<file path="src/rtl/lane_scr_pkg.sv">
package lane_scr_pkg;
  localparam int NUM_SYNC = 3;
  localparam int CODE_W   = 8;
  // Comma-class control codes that resynchronise the keystream
  localparam logic [NUM_SYNC*CODE_W-1:0] SYNC_CODES = {8'hFC, 8'hBC, 8'h3C};
endpackage

</file>
<file path="src/rtl/scr_keystream.sv">
// Combinational multi-step advance of a two-tap Fibonacci register.
module scr_keystream #(
  parameter int LFSR_W = 7,
  parameter int STEPS  = 8,
  parameter int TAP_HI = 6,
  parameter int TAP_LO = 5
) (
  input  logic [LFSR_W-1:0] state_i,
  output logic [STEPS-1:0]  key_o,
  output logic [LFSR_W-1:0] next_o
);
  logic [LFSR_W-1:0] s;
  logic              kb;

  always_comb begin
    s  = state_i;
    kb = 1'b0;
    key_o = '0;
    for (int i = 0; i < STEPS; i++) begin
      kb       = s[TAP_HI] ^ s[TAP_LO];
      key_o[i] = kb;
      s        = {s[LFSR_W-2:0], kb};
    end
    next_o = s;
  end
endmodule

</file>
<file path="src/rtl/scr_sync_detect.sv">
// Flags control bytes whose code is one of the resync codes.
module scr_sync_detect
  import lane_scr_pkg::*;
#(
  parameter int DATA_W = 8
) (
  input  logic              ctrl_i,
  input  logic [DATA_W-1:0] code_i,
  output logic              sync_o
);
  logic [NUM_SYNC-1:0] hit;

  for (genvar g = 0; g < NUM_SYNC; g++) begin : g_cmp
    assign hit[g] = (code_i == SYNC_CODES[g*CODE_W +: CODE_W]);
  end

  assign sync_o = ctrl_i & (|hit);
endmodule

</file>
<file path="src/rtl/scr_seed_fix.sv">
// Replaces the lock-up seed (all zero) with all ones.
module scr_seed_fix #(
  parameter int LFSR_W = 7
) (
  input  logic [LFSR_W-1:0] seed_i,
  output logic [LFSR_W-1:0] seed_o
);
  assign seed_o = (seed_i == '0) ? {LFSR_W{1'b1}} : seed_i;
endmodule

</file>
<file path="src/rtl/lane_scrambler.sv">
module lane_scrambler #(
  parameter int DATA_W = 8,
  parameter int LFSR_W = 7
) (
  input  logic              clk,
  input  logic              rst,
  input  logic              enable,
  input  logic [LFSR_W-1:0] seed,
  input  logic              valid_in,
  input  logic              ctrl_in,
  input  logic [DATA_W-1:0] data_in,
  output logic              valid_out,
  output logic              ctrl_out,
  output logic [DATA_W-1:0] data_out
);
  localparam int TAP_HI = LFSR_W - 1;
  localparam int TAP_LO = LFSR_W - 2;

  logic [LFSR_W-1:0] lfsr_q;
  logic [LFSR_W-1:0] lfsr_nxt;
  logic [LFSR_W-1:0] seed_eff;
  logic [DATA_W-1:0] key;
  logic              is_sync;
  logic              valid_q;
  logic              ctrl_q;
  logic [DATA_W-1:0] data_q;

  scr_seed_fix #(.LFSR_W(LFSR_W)) u_seed (
    .seed_i (seed),
    .seed_o (seed_eff)
  );

  scr_keystream #(
    .LFSR_W (LFSR_W),
    .STEPS  (DATA_W),
    .TAP_HI (TAP_HI),
    .TAP_LO (TAP_LO)
  ) u_key (
    .state_i (lfsr_q),
    .key_o   (key),
    .next_o  (lfsr_nxt)
  );

  scr_sync_detect #(.DATA_W(DATA_W)) u_sync (
    .ctrl_i (ctrl_in),
    .code_i (data_in),
    .sync_o (is_sync)
  );

  always_ff @(posedge clk) begin
    if (rst) begin
      lfsr_q  <= seed_eff;
      valid_q <= 1'b0;
      ctrl_q  <= 1'b0;
      data_q  <= '0;
    end else begin
      valid_q <= valid_in;
      ctrl_q  <= ctrl_in;
      data_q  <= data_in;
      if (valid_in) begin
        if (ctrl_in) begin
          if (is_sync) lfsr_q <= seed_eff;
        end else if (enable) begin
          data_q <= data_in ^ key;
          lfsr_q <= lfsr_nxt;
        end
      end
    end
  end

  assign valid_out = valid_q;
  assign ctrl_out  = ctrl_q;
  assign data_out  = data_q;
endmodule

</file>
<file path="config.mk">
export PLATFORM = sky130hd
export DESIGN_NAME = lane_scrambler
export DESIGN_NICKNAME = d
export VERILOG_FILES = /design/src/rtl/lane_scr_pkg.sv /design/src/rtl/scr_keystream.sv /design/src/rtl/scr_sync_detect.sv /design/src/rtl/scr_seed_fix.sv /design/src/rtl/lane_scrambler.sv
export SDC_FILE = /design/constraint.sdc
export NUM_CORES = 1
export LEC_CHECK = 0
export ABC_AREA = 0
export BUFFER_PORTS_ARGS = -buffer_cell sky130_fd_sc_hd__buf_2
export CAP_MARGIN = 20
export CORE_MARGIN = 3
export CORE_UTILIZATION = 32
export CTS_BUF_LIST = sky130_fd_sc_hd__clkbuf_8 sky130_fd_sc_hd__clkbuf_16
export CTS_CLUSTER_DIAMETER = 100
export DETAILED_ROUTE_END_ITERATION = 7
export PLACE_DENSITY = 0.64
export SYNTH_ARGS = -nofsm -noshare
export SYNTH_HDL_FRONTEND = slang
export SYNTH_SLANG_ARGS = --single-unit
</file>
<file path="constraint.sdc">
create_clock -name clk -period 1.3 [get_ports clk]
set_input_delay 0.065 -clock clk [delete_from_list [all_inputs] [get_ports clk]]
set_output_delay 0.065 -clock clk [all_outputs]
set_load 0.02 [all_outputs]
</file>
==> flow_summary.toml, run 1 <==
[outcome]
status = "finished with violations"
violations = "negative setup slack"

[worst_setup_path]
end_kind = "flip-flop"
critPathRequiredTime_ns = 1.49
setup.worst_path.start_class = "flip-flop"
cp.arrival_ns = 1.53
criticalPathCategory = "reg2reg"
cp_max_fo = 2

[sta]
slew_viol_final = 0
post-route-min-period_ns = 1.33
finalSetupTns_ns = -0.0551
timing.slew.headroom_pct = 79.1
finalSetupViolations = 2
finalHoldViolCount = 0
holdWs_ns = 0.0583
rsz0062_at_grt = "true"
period_share_pct = 103
setup_slack_ns = -0.0348
max_freq_ghz = 0.749
worst_pin_slew_ns = 0.311
clock_skew_ns = 0.00169

[power]
peakVddDrop_uv = 802
power_w = 0.00131
powerDensity_nw_per_um2 = 1180
leakage_nw = 0.476

[layout]
n_fill_cell = 229
final_cell_count_no_fill = 147
final_common_cell = "buf_2"
multiInputGateArea_um2 = 397
diodes = 0
final_cell_mix = "buf_2, dfxtp_1, buf_4, nor2_1, o21ai_0"
drive_gt1_share_pct = 40.3
seqCellArea_um2 = 410
area_growth_pct = 41.2
final_nets = 140
fin_area_um2 = 1110

[floorplan]
coreArea_um2 = 2280
io_pins = 30
rows = 17
die_w_um = 55.6
initial_core_util_pct = 34.6
dieArea_um2 = 3090
die_h_um = 55.6

[clocking]
htreeDepth = 1
insertion_delay_ns = 0.25
cts_buffers = 3
cts_tree = "yes"
cts_root_buf = "clkbuf_8"
clockBufferDepth = 2
clock-sinks = 17
path_clk_slew_ns = 0.06
postCtsHoldBufs = 0

[placement]
hpwl_um = 1460
place_area_um2 = 1020
place.gp.congestion = 0.821
placed_cells = 141
port_buffers = 29

[synth]
ys_ff_latch = 17
syn_nets = 99
synth_area_per_cell_um2 = 9.96
netlist_instances = 79
synth_cell_types = 18
yosys_warnings = 0
ys_seq_area_share_pct = 52.1
synth_area_um2 = 787

[routing]
drt_iter0_drc = 22
first_pass_iters = 4
via_per_inst = 5.03
routed_wl_um = 1920
wl_per_cell_um = 13.0
drc = 0
antenna_left = 0
vias = 739

[grt]
antenna_found_initial = 0
grt_use_met1_pct = 15.9
overflow = 0
grtUsageTotal_pct = 13.2
gr-usage-met3_pct = 4.87
grt_pass1_wl_um = 3220
grt_max_degree = 15
grtUsageMet2_pct = 21.6
grt-busiest-layer = "met2"
first_global_vias = 739

[min_path]
hold_path.class = "in2reg"

[run]
cap_violations = 0
## state kept, by name, indices dropped and copies added (netlist names)
register / count
valid_out: 1
lfsr_q: 7
data_out: 8
ctrl_out: 1
## cell usage after synthesis (all sizes together)
master / n / share of area [%]
inv: 1 / 0.48
nand3b: 1 / 0.95
dfxtp: 10 / 25
nor2b: 3 / 2.4
nand4: 1 / 0.80
a21oi: 8 / 5.1
o2111ai: 1 / 1.1
or3: 8 / 6.4
nor3: 1 / 0.64
clkbuf: 3 / 1.4
nor2: 9 / 4.3
nor4: 1 / 0.80
edfxtp: 7 / 27
xnor3: 1 / 2.9
o21ai: 9 / 5.7
xnor2: 7 / 7.8
a22oi: 7 / 6.7
nand2: 1 / 0.48
## path summary, 6_finish.rpt
kind                        from                endpoint  slack (ns)  cells past startpoint
max reg2reg  lfsr_q[6]$_DFFE_PP_  data_out[6]$_SDFF_PP0_       -0.03                      3
min reg2reg  lfsr_q[2]$_DFFE_PP_  data_out[3]$_SDFF_PP0_        0.76                      3
min                     valid_in    valid_out$_SDFF_PP0_        0.06                      2
max          lfsr_q[6]$_DFFE_PP_  data_out[6]$_SDFF_PP0_       -0.03                      3
## critical path, cell delays in order, from the launching register on
cell,delay [ns]
edfxtp_1,0.42
xnor3_1,0.37
or3_4,0.37
a21oi_2,0.11
## area by class of cell
class,count,area share [%]
Timing Repair Buffer,39,19.8
Sequential cell,17,36.9
Clock buffer,3,3.72
Clock inverter,1,0.338
Tap cell,28,3.15
Inverter,1,0.338
Multi-Input combinational cell,58,35.7
## cells by family after synthesis
family | share of synthesized area [%]
buffers and inverters | 1.91
DFF | 52.1
AOI/OAI and AO/OA | 18.6
xor gates and xnor gates | 10.7
and+or+nand+nor | 16.7
## power breakdown
group | internal (W) | total (W) | switching [W]
Combinational | 0.000145 | 0.000291 | 0.000146
Clock | 0.000210 | 0.000387 | 0.000177
Sequential | 0.000604 | 0.000628 | 0.0000248
Total | 0.000959 | 0.00131 | 0.000348
## what timing repair did
item                                    CTS  global route
endpoints found under the setup margin    1             6
buffers inserted                          1             1
pin swaps                                 2             2
gates resized for setup                   1             6
## through the flow
stage	setup slack, ns	utilization [%]
after CTS	-0.00733	47.3
after detailed placement	0.00393	44.6
after global routing	-0.0742	48.8
after floorplan	-0.0310	-
final	-0.0348	48.8
after global placement	0.0122	44.6
## metal layers
metal,vias up,wire (um)
met5,-,0
met4,0,20
met3,3,158
met2,32,911
met1,332,825
li1,372,-
(Power assumes the default switching activity.)
==> inputs of run 2 (changes only) <==
--- a/config.mk
+++ b/config.mk
@@ -13,7 +13,9 @@
 export CTS_BUF_LIST = sky130_fd_sc_hd__clkbuf_8 sky130_fd_sc_hd__clkbuf_16
 export CTS_CLUSTER_DIAMETER = 100
 export DETAILED_ROUTE_END_ITERATION = 7
-export PLACE_DENSITY = 0.64
+export HOLD_SLACK_MARGIN = 0.02
+export PLACE_DENSITY = 0.59
 export SYNTH_ARGS = -nofsm -noshare
 export SYNTH_HDL_FRONTEND = slang
+export SYNTH_HIERARCHICAL = 1
 export SYNTH_SLANG_ARGS = --single-unit
==> constraint.sdc (replaced) <==
create_clock -name clk -period 1.7 [get_ports clk]
set_input_delay 0.085 -clock clk [delete_from_list [all_inputs] [get_ports clk]]
set_output_delay 0.085 -clock clk [all_outputs]
set_load 0.02 [all_outputs]
==> flow_summary.toml, run 2 <==
[worst_setup_path]
critPathRequiredTime_ns = 1.84
rr_startpoint = "lfsr_q[5]$_DFFE_PP_"
setup.worst_path.start_class = "flip-flop"
reg2reg_setup_slack_ns = 0.22
cp_max_fo = 3
criticalPathCategory = "reg2reg"
end_kind = "flip-flop"
path_buf_inv = 0
reg2reg_depth = 3
r2r_end = "data_out[6]$_SDFF_PP0_"
slowest_delay_ns = 0.47
crit_slowest_cell = "xor3_1"
cp_top_family = "XOR/XNOR gates"
cp.arrival_ns = 1.62
crit_path_cell_trace = "xor3_1 > nand4b_1 > mux2_4"

[routing]
drt_iter0_drc = 27
antenna_left = 0
vias = 734
first_pass_iters = 2
routed_wl_um = 2000
drc = 0
via_per_inst = 4.53
wl_per_cell_um = 12.4

[layout]
final_common_cell = "buf_2"
seqCellArea_um2 = 410
final_cell_mix = "buf_2, dfxtp_1, nand4b_1, mux2_4, nor2_1"
largest_reg_flops = 8
drive_gt1_share_pct = 41.5
diodes = 0
area_growth_pct = 12.7
final_cell_count_no_fill = 162
n_fill_cell = 324
multiInputGateArea_um2 = 573
final_nets = 139

[sta]
slew_viol_final = 0
period_share_pct = 87.3
finalSetupTns_ns = 0
finalHoldViolCount = 0
worst_pin_slew_ns = 0.345
rsz0062_at_grt = "false"
max_freq_ghz = 0.674
post-route-min-period_ns = 1.48
setup_slack_ns = 0.216
timing.slew.headroom_pct = 77.0
finalSetupViolations = 0
holdWs_ns = 0.171
clock_skew_ns = 0.00101

[run]
cap_violations = 0

[grt]
antenna_found_initial = 0
overflow = 0
grt_pass1_wl_um = 3350
first_global_vias = 719
grtUsageTotal_pct = 10.3
grt_max_degree = 21

[power]
powerDensity_nw_per_um2 = 803
leakage_nw = 0.564
peakVddDrop_uv = 312
power_w = 0.000998

[clocking]
postCtsHoldBufs = 0
cts_resized = 0
htreeDepth = 1
insertion_delay_ns = 0.24
path_clk_slew_ns = 0.07
cts_buffers = 3
cts_tree = "yes"
clockBufferDepth = 2
postCtsSetupBuffers = 0
clock-sinks = 17
cts_root_buf = "clkbuf_8"

[synth]
yosys-top-cells-area = "edfxtp_1, dfxtp_1, mux2_4"
synth_area_um2 = 1100
ys_ff_latch = 17
synth_commonest_cells = "dfxtp_1, buf_4, nand4b_1"
synth_top_area_share_pct = 19.0
ys_seq_area_share_pct = 37.2
netlist_instances = 99
yosysMostFrequentCell = "dfxtp_1"
synth-edff-count = 7
synth_area_per_cell_um2 = 11.1
yosys_warnings = 6
synthArstFlopShare_pct = 0
synth.largest_area_cell = "edfxtp_1"
synth_cell_types = 23
syn_nets = 119
synth_ff_type = "dfxtp_1"

[outcome]
status = "completed"

[floorplan]
initial_core_util_pct = 34.7
dieArea_um2 = 4190
die_w_um = 64.7
io_pins = 30
coreArea_um2 = 3180
die_h_um = 64.7
rows = 20

[placement]
hpwl_um = 1630
placed_cells = 158
place.gp.congestion = 0.705
port_buffers = 29
preCtsSetupSlack_ns = 0.124

[min_path]
min_to = "data_out[3]$_SDFF_PP0_"
hold_path.class = "in2reg"
holdCritStartpoint = "data_in[3]"
worstHoldPathCells = 3
[run 2: cell types whose count changed after synthesis, moves of 6 or more]
cell	previous run	this run
nand4b_1	0	9
o21ai_0	9	0
a21oi_1	8	0
a22oi_1	7	0
buf_4	0	9
xnor2_1	7	0
xor2_1	0	7
mux2_2	0	7
mux2_4	0	8
and2b_1	0	6
or3_1	8	1
[run 2: logic make-up after synthesis]
logic type	Yosys count	share of synthesized area, %
and+or+nand+nor	31	18.4
AOI/OAI and AO/OA	9	6.80
buffers and inverters	18	10.9
muxes	16	19.0
DFF	17	37.2
xor gates and xnor gates	8	7.71
[run 2: worst min-delay path, delay by kind of cell]
kind                   cells  cell delay, ns
muxes                      1            0.12
and+or+nand+nor            1            0.07
buffers and inverters      1            0.11
[run 2: how the worst max path moves through the flow]
stage / startpoint / endpoint / slack (ns) / cells past startpoint
6_report: lfsr_q[5]$_DFFE_PP_ / data_out[6]$_SDFF_PP0_ / 0.22 / 3
5_1_grt: lfsr_q[5]$_DFFE_PP_ / data_out[6]$_SDFF_PP0_ / 0.16 / 3
4_1_cts: lfsr_q[5]$_DFFE_PP_ / data_out[6]$_SDFF_PP0_ / 0.20 / 3
3_5_place_dp: ctrl_in / lfsr_q[0]$_DFFE_PP_ / 0.12 / 5
3_3_place_gp: ctrl_in / lfsr_q[6]$_DFFE_PP_ / 0.16 / 5
2_1_floorplan: lfsr_q[6]$_DFFE_PP_ / lfsr_q[1]$_DFFE_PP_ / 0.26 / 3
[run 2: per-stage QoR]
stage | utilization (%) | area [um2]
2_1_floorplan | - | 1100
3_3_place_gp | 37.7 | 1200
3_5_place_dp | 37.7 | 1200
4_1_cts | 39.1 | 1240
5_1_grt | 39.1 | 1240
6_report | 39.1 | 1240
[run 2: layer usage]
metal | routed length, um | track usage, % | vias up
met4 | 8 | 2.37 | 0
met5 | 0 | 0 | -
met1 | 961 | 13.2 | 331
met3 | 131 | 3.12 | 2
li1 | - | - | 378
met2 | 900 | 16.7 | 23
[run 2: report_power, final]
| group | total [W] | switching, W | internal (W) |
|---|---|---|---|
| Sequential | 0.000485 | 0.0000198 | 0.000465 |
| Combinational | 0.000221 | 0.000111 | 0.000111 |
| Clock | 0.000292 | 0.000132 | 0.000160 |
| Total | 0.000998 | 0.000263 | 0.000735 |
[run 2: final cells by class]
type | instances | share of cell area, %
sequential | 17 | 33.0
clock inverter | 1 | 0.302
inverter | 4 | 1.21
timing repair buffer | 29 | 11.7
clock buffer | 3 | 3.32
tap | 44 | 4.43
multi-input combinational | 64 | 46.1
==> inputs of run 3 (changes only) <==
--- a/config.mk
+++ b/config.mk
@@ -14,7 +14,7 @@
 export CTS_CLUSTER_DIAMETER = 100
 export DETAILED_ROUTE_END_ITERATION = 7
 export HOLD_SLACK_MARGIN = 0.02
-export PLACE_DENSITY = 0.59
+export PLACE_DENSITY_LB_ADDON = 0.2
 export SYNTH_ARGS = -nofsm -noshare
 export SYNTH_HDL_FRONTEND = slang
 export SYNTH_HIERARCHICAL = 1
==> flow_summary.toml, run 3 (synthesized netlist as in run 2, its figures left out) <==
[worst_setup_path]
setup.worst_path.start_class = "flip-flop"
cp.arrival_ns = 1.59
crit_slowest_cell = "edfxtp_1"
cp_max_fo = 3
critPathRequiredTime_ns = 1.84
reg2reg_depth = 3
reg2reg_setup_slack_ns = 0.26
crit_path_cell_trace = "xor3_1 > nand4b_1 > mux2_4"
slowest_delay_ns = 0.44
criticalPathCategory = "reg2reg"
rr_startpoint = "lfsr_q[5]$_DFFE_PP_"
r2r_end = "data_out[6]$_SDFF_PP0_"
end_kind = "flip-flop"

[routing]
routed_wl_um = 1920
drt_iter0_drc = 13
wl_per_cell_um = 11.8
via_per_inst = 4.59
first_pass_iters = 4
antenna_left = 0
vias = 744
drc = 0

[floorplan]
dieArea_um2 = 4190
die_w_um = 64.7
io_pins = 30
rows = 20
die_h_um = 64.7
initial_core_util_pct = 34.7
coreArea_um2 = 3180

[grt]
overflow = 0
grt_max_degree = 21
grt_pass1_wl_um = 3210
grtUsageTotal_pct = 10.0
first_global_vias = 752
antenna_found_initial = 0

[run]
cap_violations = 0

[layout]
drive_gt1_share_pct = 42.4
diodes = 0
area_growth_pct = 12.8
fin_area_um2 = 1240
final_nets = 139
utilization_pct = 39.2
final_cell_mix = "buf_2, dfxtp_1, nand4b_1, mux2_4, nor2_1"
largest_reg_flops = 8
final_common_cell = "buf_2"

[sta]
slew_viol_final = 0
worst_pin_slew_ns = 0.357
post-route-min-period_ns = 1.44
finalSetupTns_ns = 0
max_freq_ghz = 0.693
clock_skew_ns = 0.00532
timing.slew.headroom_pct = 76.2
finalHoldViolCount = 0
rsz0062_at_grt = "false"
period_share_pct = 84.9
finalSetupViolations = 0

[min_path]
holdCritStartpoint = "data_in[3]"
worstHoldPathCells = 3
min_to = "data_out[3]$_SDFF_PP0_"
hold_path.class = "in2reg"

[clocking]
cts_tree = "yes"
postCtsSetupBuffers = 0
cts_root_buf = "clkbuf_8"
clockBufferDepth = 2
htreeDepth = 1
cts_resized = 0
cts_buffers = 3
insertion_delay_ns = 0.25
path_clk_slew_ns = 0.07
postCtsHoldBufs = 0
clock-sinks = 17

[placement]
port_buffers = 29
place_area_um2 = 1200
hpwl_um = 1580
place.gp.congestion = 0.700

[outcome]
status = "completed"

[power]
powerDensity_nw_per_um2 = 809
leakage_nw = 0.562
peakVddDrop_uv = 242
## run 3: metal layers
layer | track usage [%] | share of wire (%) | vias to the layer above
li1 | - | - | 380
met1 | 11.0 | 43 | 339
met2 | 17.6 | 51 | 25
met3 | 1.91 | 5.4 | 0
met4 | 6.33 | 0 | 0
met5 | 0 | 0 | -
## run 3: worst max path at each step
stage	startpoint	slack, ns	to
global placement	ctrl_in	0.18	lfsr_q[0]$_DFFE_PP_
CTS	lfsr_q[5]$_DFFE_PP_	0.26	data_out[6]$_SDFF_PP0_
finish	lfsr_q[5]$_DFFE_PP_	0.26	data_out[6]$_SDFF_PP0_
floorplan	lfsr_q[6]$_DFFE_PP_	0.26	lfsr_q[1]$_DFFE_PP_
global route	lfsr_q[5]$_DFFE_PP_	0.21	data_out[6]$_SDFF_PP0_
detailed placement	ctrl_in	0.15	lfsr_q[0]$_DFFE_PP_
## run 3: worst max-delay path, delay by kind of cell (launching register included)
kind | cells | cell delay, ns
muxes | 1 | 0.32
xor gates and xnor gates | 1 | 0.44
DFF | 1 | 0.44
and+or+nand+nor | 1 | 0.14
## run 3: cell type report
cell class	count	area (um2)
repair buffers	29	145
multi-input cells	64	573
fillers	338	1930
flip-flops and latches	17	410
clock buffers	3	41.3
inverters	4	15.0
clock inverters	1	5.00
well taps	44	55.1
## run 3: per-stage QoR
step	hold slack, ns	std cells	total power, W	worst slack [ns]
floorplan	0.283	99	0.000704	0.263
global placement	0.410	158	0.000713	0.180
detailed placement	0.435	158	0.000715	0.150
CTS	0.169	162	0.00102	0.256
global route	0.168	162	0.00107	0.206
finish	0.168	162	0.00101	0.256
## run 3: power breakdown
| part | internal, W | total (W) | leakage [nW] | switching (W) |
|---|---|---|---|---|
| Sequential | 0.000465 | 0.000485 | 0.152 | 0.0000197 |
| Clock | 0.000163 | 0.000305 | 0.0255 | 0.000142 |
| Combinational | 0.000111 | 0.000218 | 0.384 | 0.000108 |
| Total | 0.000738 | 0.00101 | 0.562 | 0.000269 |
